**config.mk**
```make
export PLATFORM = sky130hd
export DESIGN_NAME = bidir_latch_xcvr
export DESIGN_NICKNAME = d
export VERILOG_FILES = /design/src/rtl/xcvr_pkg.sv /design/src/rtl/xcvr_edge_det.sv /design/src/rtl/xcvr_store.sv /design/src/rtl/xcvr_drive.sv /design/src/rtl/bidir_latch_xcvr.sv
export SDC_FILE = /design/constraint.sdc
export NUM_CORES = 1
export LEC_CHECK = 0
export CORE_MARGIN = 4
export CORE_UTILIZATION = 25
export CTS_CLUSTER_SIZE = 14
export DETAILED_ROUTE_END_ITERATION = 12
export HOLD_SLACK_MARGIN = 0.12
export SYNTH_ARGS = -nofsm -noshare
export SYNTH_HDL_FRONTEND = slang
export SYNTH_SLANG_ARGS = --single-unit
export TNS_END_PERCENT = 30
```
**constraint.sdc**
```tcl
create_clock -name clk -period 2.2 [get_ports clk]
set_input_delay 0.33 -clock clk [delete_from_list [all_inputs] [get_ports clk]]
set_output_delay 0.33 -clock clk [all_outputs]
set_load 0.05 [all_outputs]
```
**src/rtl/xcvr_pkg.sv**
```systemverilog
package xcvr_pkg;

  // Output selection: transparent path or held value.
  function automatic logic [63:0] pick_out(input logic open, input logic [63:0] din,
                                           input logic [63:0] held);
    return open ? din : held;
  endfunction

  // Rising edge of a sampled level.
  function automatic logic rising(input logic now, input logic prev);
    return now & ~prev;
  endfunction

  // Whether storage loads on this system clock cycle.
  function automatic logic loads(input logic open, input logic en_n, input logic rise);
    return open | (~en_n & rise);
  endfunction

endpackage

```
**src/rtl/xcvr_edge_det.sv**
```systemverilog
module xcvr_edge_det (
  input  logic clk,
  input  logic level,
  output logic rise
);
  import xcvr_pkg::*;

  logic prev_q;

  always_ff @(posedge clk) begin
    prev_q <= level;
  end

  assign rise = rising(level, prev_q);
endmodule

```
**src/rtl/xcvr_store.sv**
```systemverilog
module xcvr_store #(
  parameter int WIDTH = 18
) (
  input  logic             clk,
  input  logic             rst,
  input  logic             open,
  input  logic             en_n,
  input  logic             rise,
  input  logic [WIDTH-1:0] din,
  output logic [WIDTH-1:0] held,
  output logic             load
);
  import xcvr_pkg::*;

  assign load = loads(open, en_n, rise);

  always_ff @(posedge clk) begin
    if (rst) begin
      held <= '0;
    end else if (load) begin
      held <= din;
    end
  end
endmodule

```
**src/rtl/xcvr_drive.sv**
```systemverilog
module xcvr_drive #(
  parameter int WIDTH = 18
) (
  input  logic             clk,
  input  logic             rst,
  input  logic             drv_n,
  input  logic             open,
  input  logic [WIDTH-1:0] din,
  input  logic [WIDTH-1:0] held,
  output logic [WIDTH-1:0] dout,
  output logic             drive
);
  import xcvr_pkg::*;

  localparam int PADW = 64 - WIDTH;

  logic        live_q;
  logic [63:0] sel;

  always_ff @(posedge clk) begin
    live_q <= ~rst;
  end

  assign sel   = pick_out(open, {{PADW{1'b0}}, din}, {{PADW{1'b0}}, held});
  assign dout  = sel[WIDTH-1:0];
  assign drive = live_q & ~rst & ~drv_n;
endmodule

```
**src/rtl/bidir_latch_xcvr.sv**
```systemverilog
module bidir_latch_xcvr #(
  parameter int WIDTH = 18
) (
  input  logic             clk,
  input  logic             rst,
  input  logic [WIDTH-1:0] a_in,
  input  logic [WIDTH-1:0] b_in,
  input  logic             ab_drv_n,
  input  logic             ab_open,
  input  logic             ab_tick,
  input  logic             ab_tick_en_n,
  input  logic             ba_drv_n,
  input  logic             ba_open,
  input  logic             ba_tick,
  input  logic             ba_tick_en_n,
  output logic [WIDTH-1:0] b_out,
  output logic             b_drive,
  output logic [WIDTH-1:0] a_out,
  output logic             a_drive
);
  localparam int NDIR = 2;

  logic [NDIR-1:0]            drv_n, open, tick, en_n;
  logic [NDIR-1:0][WIDTH-1:0] din, dout, held;
  logic [NDIR-1:0]            drive;
  // Internal events brought out for the checker
  logic [NDIR-1:0]            tick_rise;
  logic [NDIR-1:0]            store_load;

  // Index 0: A-to-B, index 1: B-to-A
  assign drv_n = {ba_drv_n, ab_drv_n};
  assign open  = {ba_open, ab_open};
  assign tick  = {ba_tick, ab_tick};
  assign en_n  = {ba_tick_en_n, ab_tick_en_n};
  assign din   = {b_in, a_in};

  for (genvar d = 0; d < NDIR; d++) begin : g_dir
    xcvr_edge_det u_edge (
      .clk   (clk),
      .level (tick[d]),
      .rise  (tick_rise[d])
    );

    xcvr_store #(.WIDTH(WIDTH)) u_store (
      .clk  (clk),
      .rst  (rst),
      .open (open[d]),
      .en_n (en_n[d]),
      .rise (tick_rise[d]),
      .din  (din[d]),
      .held (held[d]),
      .load (store_load[d])
    );

    xcvr_drive #(.WIDTH(WIDTH)) u_drive (
      .clk   (clk),
      .rst   (rst),
      .drv_n (drv_n[d]),
      .open  (open[d]),
      .din   (din[d]),
      .held  (held[d]),
      .dout  (dout[d]),
      .drive (drive[d])
    );
  end

  assign b_out   = dout[0];
  assign b_drive = drive[0];
  assign a_out   = dout[1];
  assign a_drive = drive[1];
endmodule

```
==> results by group <==
Logic synthesis
  • Post-Syn Nets: 253
  • Avg Inst Size Synth: 9.64 um2
  • Sequential cell area fraction in the yosys report: 0.391
  • Post-Synthesis Cells: 207
  • Yosys cell types: 12
  • Seq cells post-synth: 39
  • Synthesis warning total: 0
  • Mapped Area: 2000 um2

Worst setup path
  • CP Class: input port to output pin
  • Critical-path maximum fanout: 19
  • CP arrival: 1580 ps
  • Crit path capture type: output pin
  • CP Data Required Time: 1870 ps
  • Worst setup SP type: input port

Floorplanning
  • Die X: 97.3 um
  • # rows: 32
  • I/O Pins: 84
  • Core area: 7730 um2
  • Initial Util: 0.258
  • Die outline height: 97.3 um
  • Die area: 9480 um2

Layout
  • Register Area: 781 um2
  • Diodes inserted: 0
  • Multi-input gate area: 1070 um2
  • Area Growth Syn to Fin: 45.1%
  • Fin area: 2900 um2
  • Fillcell total: 797
  • Ratio of cells with drive above 1 in the final layout: 0.310
  • Layout net count: 334

STA
  • Final hold violation count: 0
  • Max Fclk: 0.523 GHz
  • Setup violators final: 0
  • Unrepaired setup endpoints after global routing: no
  • Fin crit period: 1910 ps
  • Final slew viol count: 0
  • Final setup TNS: 0 ps
  • Worst-margin pin slew: 429 ps
  • Ratio of final minimum period to clock period: 0.869
  • Max-slew headroom: 0.714
  • Skew final: 5.50 ps

Detailed routing
  • Drt first-iter violations: 23
  • Max Used Layer: met4
  • DRT Pass-1 Iters: 3
  • Metal3 WL: 414 um
  • Via count: 1643
  • Antenna viol nets, final: 0
  • Remaining DRCs: 0
  • Vias/cell: 4.22
  • WL/cell: 12.0 um
  • Met2 WL: 2040 um
  • Total Wirelength: 4660 um
  • M1 WL: 2170 um

Pwr
  • Power per Cell Area: 627 nW/um2
  • LEAKAGE: 1.27 nW
  • Max IR drop VDD: 0.263 mV

Clock tree
  • Clock slew seen by the registers of the worst setup and hold paths: 70 ps
  • Clk sinks: 39
  • Maximum level of the CTS H-tree: 2
  • Worst skew pair latency: 280 ps
  • Clk root buf: clkbuf_8
  • Setup Fix Bufs, Post-CTS: 0
  • CTS buffer count: 5
  • CTS resizes: 0
  • TritonCTS clock tree: yes
  • CTS Buffer Depth: 2
  • # hold bufs at CTS: 0

Run
  • Max-cap violations: 0

Placed design
  • I/O Buffers: 83
  • Routability congestion estimate: 0.700
  • Area after DPL: 2820 um2
  • Hpwl dp: 3350 um

GRT
  • Vias in the first global route: 1628
  • GRT overflow: 0
  • All-Layer GR Usage: 0.0985
  • First-pass GRT wire length: 7780 um
  • Initial antenna violation count: 0
  • Largest net degree at the start of global routing: 45

Hold path
  • Hold Crit Class: register to register

Run status
  • Status: finished, final reports clean
## sequential cells by signal, summed over array words and instances (netlist names)
register              count
g_dir.u_store.held       36
g_dir.u_edge.prev_q       2
g_dir.u_drive.live_q      1
## per-layer routing
| layer | GRT usage | vias up |
|---|---|---|
| met2 | 0.156 | 56 |
| met4 | 0.0234 | 0 |
| met5 | 0 | - |
| met3 | 0.0431 | 5 |
| met1 | 0.123 | 741 |
| li1 | - | 841 |
## final cells by class
cell class | count | share of cell area
inverters | 1 | 0.00130
clock buffers | 6 | 0.0251
well taps | 102 | 0.0441
multi-input cells | 151 | 0.370
repair buffers | 90 | 0.290
flip-flops and latches | 39 | 0.270
## critical path, stage by stage
cell and delay, ps:
clkdlybuf4s50_1 510, buf_12 180, mux2_2 360, buf_4 190
## final timing paths
kind | slack [ps] | from | cells after the start | to
max | 290 | ba_open | 4 | a_out[16]
min | 460 | g_dir[1].u_store.held[6]$_SDFFE_PP0P_ | 2 | g_dir[1].u_store.held[6]$_SDFFE_PP0P_
max reg2reg | 1110 | g_dir[0].u_edge.prev_q$_DFF_P_ | 4 | g_dir[0].u_store.held[14]$_SDFFE_PP0P_
min reg2reg | 460 | g_dir[1].u_store.held[6]$_SDFFE_PP0P_ | 2 | g_dir[1].u_store.held[6]$_SDFFE_PP0P_
## synthesized netlist by cell type
cell | instances | area [um2]
dfxtp_1 | 39 | 781
a21oi_2 | 2 | 17.5
nand2_1 | 73 | 274
inv_1 | 1 | 3.75
nor2_1 | 4 | 15.0
buf_2 | 7 | 35.0
mux2_2 | 36 | 405
buf_6 | 4 | 45.0
mux2i_1 | 36 | 360
buf_12 | 2 | 40.0
buf_4 | 2 | 15.0
clkbuf_1 | 1 | 3.75
## report_power, final
part,switching [W],leakage [nW],internal [W]
clock network,0.000229,0.0371,0.000211
logic,0.000345,0.909,0.000254
registers,0.0000211,0.323,0.000754
## logic make-up after synthesis
logic type,after synthesis,share of synthesized area
multiplexers,72,0.384
flip-flops,39,0.391
buffers and inverters,17,0.0715
AND/OR/NAND/NOR,77,0.145
AO/OA/AOI/OAI,2,0.00878
## stage by stage
| stage | setup slack, ps | total power [W] | instances | hold slack, ps | util |
|---|---|---|---|---|---|
| after global placement | 288 | 0.00139 | 383 | 442 | 0.365 |
| after floorplan | 428 | 0.00119 | 207 | 358 | - |
| after global routing | 252 | 0.00192 | 389 | 477 | 0.375 |
| after CTS | 269 | 0.00186 | 389 | 462 | 0.375 |
| final | 288 | 0.00182 | 389 | 456 | 0.375 |
| after detailed placement | 270 | 0.00140 | 383 | 452 | 0.365 |
## cells in the final DEF (no fill, tap or decap), drive strengths merged
| master | count |
|---|---|
| nand2 | 73 |
| clkdlybuf4s50 | 45 |
| buf | 45 |
| dfxtp | 39 |
| mux2 | 36 |
| mux2i | 36 |
| clkbuf | 6 |
| nor2 | 4 |
| a21oi | 2 |
| inv | 1 |
Power figures use the tool's default switching activity.
